$ cat src/rtl/cthr_pkg.sv
package cthr_pkg;
  // Outcome of comparing one interval's power against the limit.
  typedef enum logic [1:0] {
    PWR_HOLD  = 2'd0,
    PWR_RAISE = 2'd1,  // over limit: throttle one step harder
    PWR_RELAX = 2'd2   // under 90 percent: undo one step
  } pwr_verdict_e;
endpackage

$ cat src/rtl/power_compare.sv
module power_compare
  import cthr_pkg::*;
#(
  parameter int PWR_W = 16
) (
  input  logic [PWR_W-1:0] pwr_meas,
  input  logic [PWR_W-1:0] pwr_limit,
  output pwr_verdict_e     verdict
);
  localparam int EW = PWR_W + 4;

  logic [EW-1:0] meas_x10;
  logic [EW-1:0] limit_x9;

  // 10*m and 9*l through shifts, no divider needed
  assign meas_x10 = ({4'b0, pwr_meas} << 3) + ({4'b0, pwr_meas} << 1);
  assign limit_x9 = ({4'b0, pwr_limit} << 3) + {4'b0, pwr_limit};

  always_comb begin
    if (pwr_meas > pwr_limit)      verdict = PWR_RAISE;
    else if (meas_x10 < limit_x9)  verdict = PWR_RELAX;
    else                           verdict = PWR_HOLD;
  end
endmodule

$ cat src/rtl/throttle_ladder.sv
module throttle_ladder
  import cthr_pkg::*;
#(
  parameter int MAX_OUTST = 8,
  parameter int LAT_MAX   = 7,
  localparam int NHALVE   = $clog2(MAX_OUTST),
  localparam int TOP      = NHALVE + LAT_MAX,
  localparam int SW       = $clog2(TOP + 1),
  localparam int CW       = $clog2(MAX_OUTST + 1),
  localparam int LW       = $clog2(LAT_MAX + 1)
) (
  input  logic          clk,
  input  logic          rst_n,
  input  logic          step_en,
  input  pwr_verdict_e  verdict,
  output logic [CW-1:0] allow,
  output logic [LW-1:0] lat
);
  logic [SW-1:0] step_q;
  logic [SW-1:0] step_d;

  // next-state
  always_comb begin
    step_d = step_q;
    case (verdict)
      PWR_RAISE: if (step_q != SW'(TOP)) step_d = step_q + SW'(1);
      PWR_RELAX: if (step_q != '0)       step_d = step_q - SW'(1);
      default:   step_d = step_q;
    endcase
  end

  // register with explicit enable
  always_ff @(posedge clk or negedge rst_n) begin
    if (!rst_n)       step_q <= '0;
    else if (step_en) step_q <= step_d;
  end

  // decode ladder position into settings
  always_comb begin
    if (step_q <= SW'(NHALVE)) begin
      allow = CW'(MAX_OUTST) >> step_q;
      lat   = '0;
    end else begin
      allow = CW'(1);
      lat   = LW'(step_q - SW'(NHALVE));
    end
  end
endmodule

$ cat src/rtl/entry_mask.sv
module entry_mask #(
  parameter int ENTRIES = 8,
  localparam int CW     = $clog2(ENTRIES + 1)
) (
  input  logic [CW-1:0]      allow,
  output logic [ENTRIES-1:0] unavail
);
  for (genvar i = 0; i < ENTRIES; i++) begin : g_ent
    assign unavail[i] = (CW'(i) >= allow);
  end
endmodule

$ cat src/rtl/return_delay.sv
module return_delay #(
  parameter int DATA_W  = 16,
  parameter int LAT_MAX = 7,
  localparam int LW     = $clog2(LAT_MAX + 1)
) (
  input  logic              clk,
  input  logic              rst_n,
  input  logic [LW-1:0]     lat,
  input  logic              vin,
  input  logic [DATA_W-1:0] din,
  output logic              vout,
  output logic [DATA_W-1:0] dout
);
  logic [LAT_MAX-1:0] vpipe;
  logic [DATA_W-1:0]  dpipe [LAT_MAX];

  always_ff @(posedge clk or negedge rst_n) begin
    if (!rst_n) begin
      for (int k = 0; k < LAT_MAX; k++) begin
        vpipe[k] <= 1'b0;
        dpipe[k] <= '0;
      end
    end else begin
      vpipe[0] <= vin;
      dpipe[0] <= din;
      for (int k = 1; k < LAT_MAX; k++) begin
        vpipe[k] <= vpipe[k-1];
        dpipe[k] <= dpipe[k-1];
      end
    end
  end

  // tap select: 0 is a combinational bypass
  always_comb begin
    vout = vin;
    dout = din;
    for (int k = 0; k < LAT_MAX; k++) begin
      if (lat == LW'(k + 1)) begin
        vout = vpipe[k];
        dout = dpipe[k];
      end
    end
  end
endmodule

$ cat src/rtl/cache_throttle_ctrl.sv
module cache_throttle_ctrl
  import cthr_pkg::*;
#(
  parameter int PWR_W     = 16,
  parameter int MAX_OUTST = 8,
  parameter int LAT_MAX   = 7,
  parameter int DATA_W    = 16,
  localparam int CW       = $clog2(MAX_OUTST + 1),
  localparam int LW       = $clog2(LAT_MAX + 1)
) (
  input  logic                 clk,
  input  logic                 rst_n,
  input  logic                 ivl_end,
  input  logic [PWR_W-1:0]     pwr_meas,
  input  logic [PWR_W-1:0]     pwr_limit,
  output logic [CW-1:0]        ld_allow,
  output logic [CW-1:0]        st_allow,
  output logic [LW-1:0]        extra_lat,
  output logic [MAX_OUTST-1:0] ld_mask,
  output logic [MAX_OUTST-1:0] st_mask,
  input  logic                 hit_valid_in,
  input  logic [DATA_W-1:0]    hit_data_in,
  output logic                 hit_valid_out,
  output logic [DATA_W-1:0]    hit_data_out
);
  pwr_verdict_e  verdict;
  logic [CW-1:0] allow;
  logic [LW-1:0] lat;

  power_compare #(.PWR_W(PWR_W)) u_cmp (
    .pwr_meas (pwr_meas),
    .pwr_limit(pwr_limit),
    .verdict  (verdict)
  );

  throttle_ladder #(.MAX_OUTST(MAX_OUTST), .LAT_MAX(LAT_MAX)) u_ladder (
    .clk    (clk),
    .rst_n  (rst_n),
    .step_en(ivl_end),
    .verdict(verdict),
    .allow  (allow),
    .lat    (lat)
  );

  entry_mask #(.ENTRIES(MAX_OUTST)) u_ld_mask (.allow(allow), .unavail(ld_mask));
  entry_mask #(.ENTRIES(MAX_OUTST)) u_st_mask (.allow(allow), .unavail(st_mask));

  return_delay #(.DATA_W(DATA_W), .LAT_MAX(LAT_MAX)) u_delay (
    .clk  (clk),
    .rst_n(rst_n),
    .lat  (lat),
    .vin  (hit_valid_in),
    .din  (hit_data_in),
    .vout (hit_valid_out),
    .dout (hit_data_out)
  );

  assign ld_allow  = allow;
  assign st_allow  = allow;
  assign extra_lat = lat;
endmodule

$ cat config.mk
export PLATFORM = sky130hd
export DESIGN_NAME = cache_throttle_ctrl
export DESIGN_NICKNAME = d
export VERILOG_FILES = /design/src/rtl/cthr_pkg.sv /design/src/rtl/power_compare.sv /design/src/rtl/throttle_ladder.sv /design/src/rtl/entry_mask.sv /design/src/rtl/return_delay.sv /design/src/rtl/cache_throttle_ctrl.sv
export SDC_FILE = /design/constraint.sdc
export NUM_CORES = 1
export LEC_CHECK = 0
export BUFFER_PORTS_ARGS = -buffer_cell sky130_fd_sc_hd__buf_2
export CAP_MARGIN = 30
export CORE_UTILIZATION = 45
export DETAILED_ROUTE_END_ITERATION = 10
export PLACE_DENSITY = 0.68
export SYNTH_ARGS = -nofsm -noshare
export SYNTH_HDL_FRONTEND = slang
export SYNTH_SLANG_ARGS = --single-unit
export TNS_END_PERCENT = 10
$ cat constraint.sdc
create_clock -name clk -period 4.7 [get_ports clk]
set_input_delay 0.47 -clock clk [delete_from_list [all_inputs] [get_ports clk]]
set_output_delay 0.47 -clock clk [all_outputs]
set_load 0.03 [all_outputs]
# Yosys cells after proc, flatten, opt, wreduce, memory -nomap -nowiden

Cells that the tools add are included.

Register bits after elaboration: 123
Bits of input ports: 52
Output and inout port bits: 44
Word-level logic and storage cells: 62

Add/sub/neg operators: 5
Order comparisons: 11
Equal/unequal tests: 12
Shifts and indexed selects: 1
Muxes and demuxes: 21
Reductions and logical operators: 3

Operators with widths:

| kind                | number |
|---|---|
| $mux 16             | 7 |
| $add 19x16->20      | 1 |
| $add 19x17->20      | 1 |
| $lt 20x20->1        | 1 |
| $ge 3x4->1 const A  | 4 |
| $gt 16x16->1        | 1 |
| $eq 3x3->1 const B  | 4 |
| $mux 4              | 3 |
| $ge 1x4->1 const A  | 2 |
| $ge 2x4->1 const A  | 2 |
| $pmux 4 s2          | 1 |
| $mux 1              | 7 |
| $eq 3x2->1 const B  | 2 |
| $add 4x1->4 const B | 1 |
| $le 4x2->1 const B  | 1 |
| $mux 2              | 2 |
| $ne 2x1->1 const B  | 2 |
| $ne 4x4->1 const B  | 1 |
| $reduce_and 4->1    | 1 |
| $reduce_bool 4->1   | 1 |
| $shr 4x4->4 const A | 1 |
| $sub 4x1->4 const B | 1 |
| $eq 3x1->1 const B  | 1 |
| $mux 3              | 1 |
| other kinds (4)     | 4 |

# Depth between registers and ports, before layout

Depth after elaboration: 10
Mapped depth: 22
Depth with buffers taken out: 22

# Cells and area by module

Synthesis repeated with hierarchy kept, for this count alone.

Cell total of the unflattened synthesis: 669
Area total of the unflattened synthesis: 7,005.5 um2

Modules (own cells, without submodules):

| module              | instances | cells an instance | area each (um2) | seq. area each (um2) |
|---|---|---|---|---|
| return_delay        | 1         | 335               | 4,441.8         | 2,977.9 |
| power_compare       | 1         | 269               | 2,062.0         | 0.0 |
| throttle_ladder     | 1         | 41                | 369.1           | 100.1 |
| entry_mask          | 2         | 10                | 51.3            | 0.0 |
| cache_throttle_ctrl | 1         | 4                 | 30.0            | 0.0 |

# Worst setup path after synthesis

Ideal clock, no wire load.

Path kind: input to register
From: input pwr_meas[0]
To: register u_ladder.step_q[3]
Setup time: 0.072 ns
Arrival: 5.204 ns
Required time: 4.628 ns
Slack: -0.576 ns
Stages: 22
Buffers on the path: 0
Path through: ha_1 > fa_1 > a21oi_1 > nand4b_1 > and3_1 > or3_1 > a21boi_1 > or4b_2 > o2111ai_1 > ha_1 > a21oi_1 > nor2b_1 > o21ai_0 > or2b_2 > or3_2 > inv_1 > ha_1 > a21o_2 > a21oi_1 > or4b_1 > nor3_1 > nand4b_1

Longest elaborated chain between the ends: 7
Elaborated cells on any way between the ends: 12
Classes of those cells: 1 x add/sub; 2 x order compare; 4 x eq/ne; 3 x mux; 2 x reduce/logical

RTL lines:

| element                                                                 | RTL line                  | source |
|---|---|---|
| start, declared                                                         | cache_throttle_ctrl.sv:14 | `input logic [PWR_W-1:0] pwr_meas,` |
| $add 19x17->20                                                          | power_compare.sv:16       | `assign meas_x10 = ({4'b0, pwr_meas} << 3) + ({4'b0, pwr_meas} << 1);` |
| $lt 20x20->1                                                            | power_compare.sv:21       | `else if (meas_x10 < limit_x9) verdict = PWR_RELAX;` |
| $mux 2                                                                  | power_compare.sv:21       |  |
| $mux 2 (*)                                                              | power_compare.sv:20       | `if (pwr_meas > pwr_limit) verdict = PWR_RAISE;` |
| $eq 2x2->1 / $eq 2x1->1 (equally long branches)                         | throttle_ladder.sv:25     | `case (verdict)` |
| $ne 2x1->1 (no source line) / $reduce_bool 2->1 (equally long branches) | n/a                       |  |
| $reduce_and 4->1 (no source line)                                       | n/a                       |  |
| end signal, assigned                                                    | throttle_ladder.sv:35     | `else if (step_en) step_q <= step_d;` |
| end, declared                                                           | throttle_ladder.sv:19     | `logic [SW-1:0] step_q;` |

Mark *: on every way between the ends. The rest lies on a longest branch, timed or not.
A chain may end at the register's enable or synchronous reset.

# Worst setup path in the final report

From: input pwr_meas[2]
To: register u_ladder.step_q[3]

Same word-level chain as after synthesis.

==> flow_summary.ini <==
[outcome]
status = finished clean

[clock_tree]
clock_path_buffers = 2
cts_sinks = 123
clk_transition_reported_paths_ps = 50
clock-root-buffer = clkbuf_16
worstSkewPairLatency_ps = 410
htree_levels = 4
tritoncts = done
cts_buffers = 17

[critical_path]
crit_path_max_incr_delay_ps = 490
path_class = in2reg
cp-end-kind = flop
worst_ep_arrival_time_ps = 4890
cp.required_ps = 5040
reg2reg_depth = 6
reg2reg_from = u_ladder.step_q[1]
path_buf_inv = 2
cp_cell_sequence = buf_6 -> ha_4 -> fa_2 -> a21oi_2 -> nand4b_1 -> and3_4 -> or3_4 -> a21boi_2 -> or4b_4 -> o2111ai_4 -> ha_4 -> a21oi_2 -> nor2b_1 -> o21ai_1 -> or2b_4 -> or3_4 -> inv_4 -> ha_4 -> a21o_4 -> a21oi_4 -> or4b_4 -> nor3_2 -> nand4b_1
crit_path_frequent_cell = ha_4
critPathMaxFanout = 5
slowest_stage = or4b_4
rr_endpoint = u_ladder.step_q[2]
critPathTopFamily = simple AND/OR/NAND/NOR gates
timing.reg2reg.setup_slack_ps = 2600
crit_path_start_kind = input pin

[synth]
synth_most_common_cell = dfrtp_1
yosysWarnings = 0
ys.flop_type = dfrtp_1
synth_area_leader_cell = dfrtp_1
synth-async-reset-ratio_pct = 100.0
yosysSeqAreaShare_pct = 45.84
syn_area_per_cell_sq_um = 11.36
ys_ff_latch = 123
synth-edff-count = 0
synth_top_area_share_pct = 45.84
synth.area.top_cells = dfrtp_1 46%, ha_1 12%, mux4_2 5.7%
netlist_area_sq_um = 6715
synth_cells = 591
ys_types = 57
synth_common_cells = 123 x dfrtp_1, 67 x ha_1, 55 x o21ai_0, 53 x nand2_1, 29 x a21oi_1

[floorplanning]
die-area_sq_um = 15420
start_util_pct = 46.20
ioPinCount = 96
coreArea_sq_um = 14530
fp-row-count = 44
die_w_um = 124.2
fp.dieH_um = 124.2

[placed_design]
pre_cts_ws_ps = -628.7
portBuffers = 93
dp_hpwl_um = 10800
gp_congestion = 0.8361

[drt]
wl_um = 14740
routed_via_density = 5.324
antenna_left = 0
drc = 0
wl_per_cell_um = 15.87
drtIter0Drc = 158
routed-via-count = 4946
first_pass_iters = 4

[hold_path]
hold_start = hit_data_in[8]
holdPathEnd = u_delay.dpipe[104]
whs_path_depth = 1
hold_class = in2reg

[sta]
slew_headroom_pct = 55.22
tightest_slew_ps = 671.7
setup_tns_ps = 0
hold_ws_ps = 179.6
fin_crit_ps = 4542
clock.fmax_ghz = 0.2202
worst_slack_ps = 158.4
post-route-period-util_pct = 96.63
fin_skew_ps = 15.46
slew_viol_final = 0
finalHoldViolCount = 0
finalSetupViolCount = 0

[global_routing]
antenna_found_initial = 1
grt_max_degree = 83
track_usage_pct = 19.71
grt_pass1_wl_um = 23030
first_global_vias = 4942
grt_overflow_total = 0

[job]
drv_cap = 0

[pwr]
total_power_mw = 4.951
power.leakage_nw = 4.034
powerDensity_nw_per_um2 = 586.2
ir_drop_v = 0.0003717

[final_layout]
layout.nets = 854
diodes = 0
n_fill_cell = 1233
area_growth_pct = 25.77
drive_above_1_share_pct = 33.56
-- flip-flops by register name (all words and copies together) (netlist names) --
name / count
u_delay.dpipe: 112
u_delay.vpipe: 7
u_ladder.step_q: 4
-- area by class of cell --
class | instances | area [sq um] | share of cell area (%)
repair buffers | 150 | 938.4 | 11.11
clock buffers | 26 | 509.2 | 6.030
well taps | 184 | 230.2 | 2.726
flip-flops and latches | 123 | 3079 | 36.46
clock inverters | 6 | 60.06 | 0.7111
multi-input cells | 414 | 3528 | 41.78
inverters | 26 | 100.1 | 1.185
-- what timing repair did --
action / CTS / global route
hold buffers: 0 / 1
endpoints found under the hold margin: 0 / 2
buffers inserted: 1 / 2
pin swaps: 4 / 11
gates resized for setup: 5 / 20
endpoints found under the setup margin: 1 / 1
-- stage by stage --
stage	std cells	area [sq um]	util, %
2_1_floorplan	592	6766	-
3_3_place_gp	891	7686	52.88
3_5_place_dp	892	7701	52.99
4_1_cts	925	8302	57.12
5_1_grt	929	8446	58.11
6_report	929	8446	58.11
-- where the power goes --
| part | switching (mW) | internal, mW | leakage [nW] | total [mW] |
|---|---|---|---|---|
| registers | 0.0516 | 1.13 | 1.43 | 1.18 |
| clock network | 0.424 | 0.793 | 0.276 | 1.22 |
| logic | 1.57 | 0.981 | 2.33 | 2.55 |
| total | 2.04 | 2.91 | 4.03 | 4.95 |
-- worst register-to-register path, stage by stage (launching register included) --
cell	delay [ps]
dfrtp_1	470
clkinv_1	310
ha_1	280
nand2_1	70
nand2_1	130
o41ai_4	360
mux2_1	360
-- how the worst max path moves through the flow --
stage | depth (start not counted) | start | endpoint | slack, ps
finish | 23 | pwr_meas[2] | u_ladder.step_q[3] | 160
CTS | 23 | pwr_meas[2] | u_ladder.step_q[3] | 10
global route | 23 | pwr_meas[2] | u_ladder.step_q[3] | -20
global placement | 23 | pwr_limit[0] | u_ladder.step_q[3] | -390
floorplan | 22 | pwr_meas[0] | u_ladder.step_q[3] | -40
detailed placement | 23 | pwr_limit[0] | u_ladder.step_q[3] | -630
-- layer usage --
layer | up-vias | wire [um] | track usage (%)
met5 | - | 13 | 0
met4 | 2 | 155 | 5.729
met3 | 16 | 532 | 4.808
met2 | 95 | 7584 | 35.08
met1 | 2431 | 6454 | 23.39
li1 | 2402 | - | -
-- cells by family after synthesis --
kind of cell	share of synthesized area (%)
compound gates	11.78
xor+xnor	3.261
fa+ha+maj	13.38
buf+inv	3.876
flops	45.84
mux	11.87
other cells	0.05584
simple gates	9.950
-- cell usage in the layout (no fill, tap or decap), types with 5 or more instances in the layout --
master,Yosys,layout
o21a_1,7,7
nand3_1,9,9
a21o_1,7,7
xor2_1,8,8
buf_2,4,90
nor2b_1,5,5
buf_4,13,55
nand4_1,7,7
ha_1,67,63
dfrtp_1,123,122
mux4_2,17,17
o211ai_1,5,5
mux2_2,18,18
nand2b_1,5,5
o21ai_0,55,51
a21oi_2,0,5
mux2i_1,20,20
a21oi_1,29,23
clkbuf_8,0,5
xnor2_1,17,17
nor2_1,19,19
clkbuf_16,0,17
nand2_1,53,53
nor3_1,6,5
inv_1,24,23
Power figures use the tool's default switching activity.
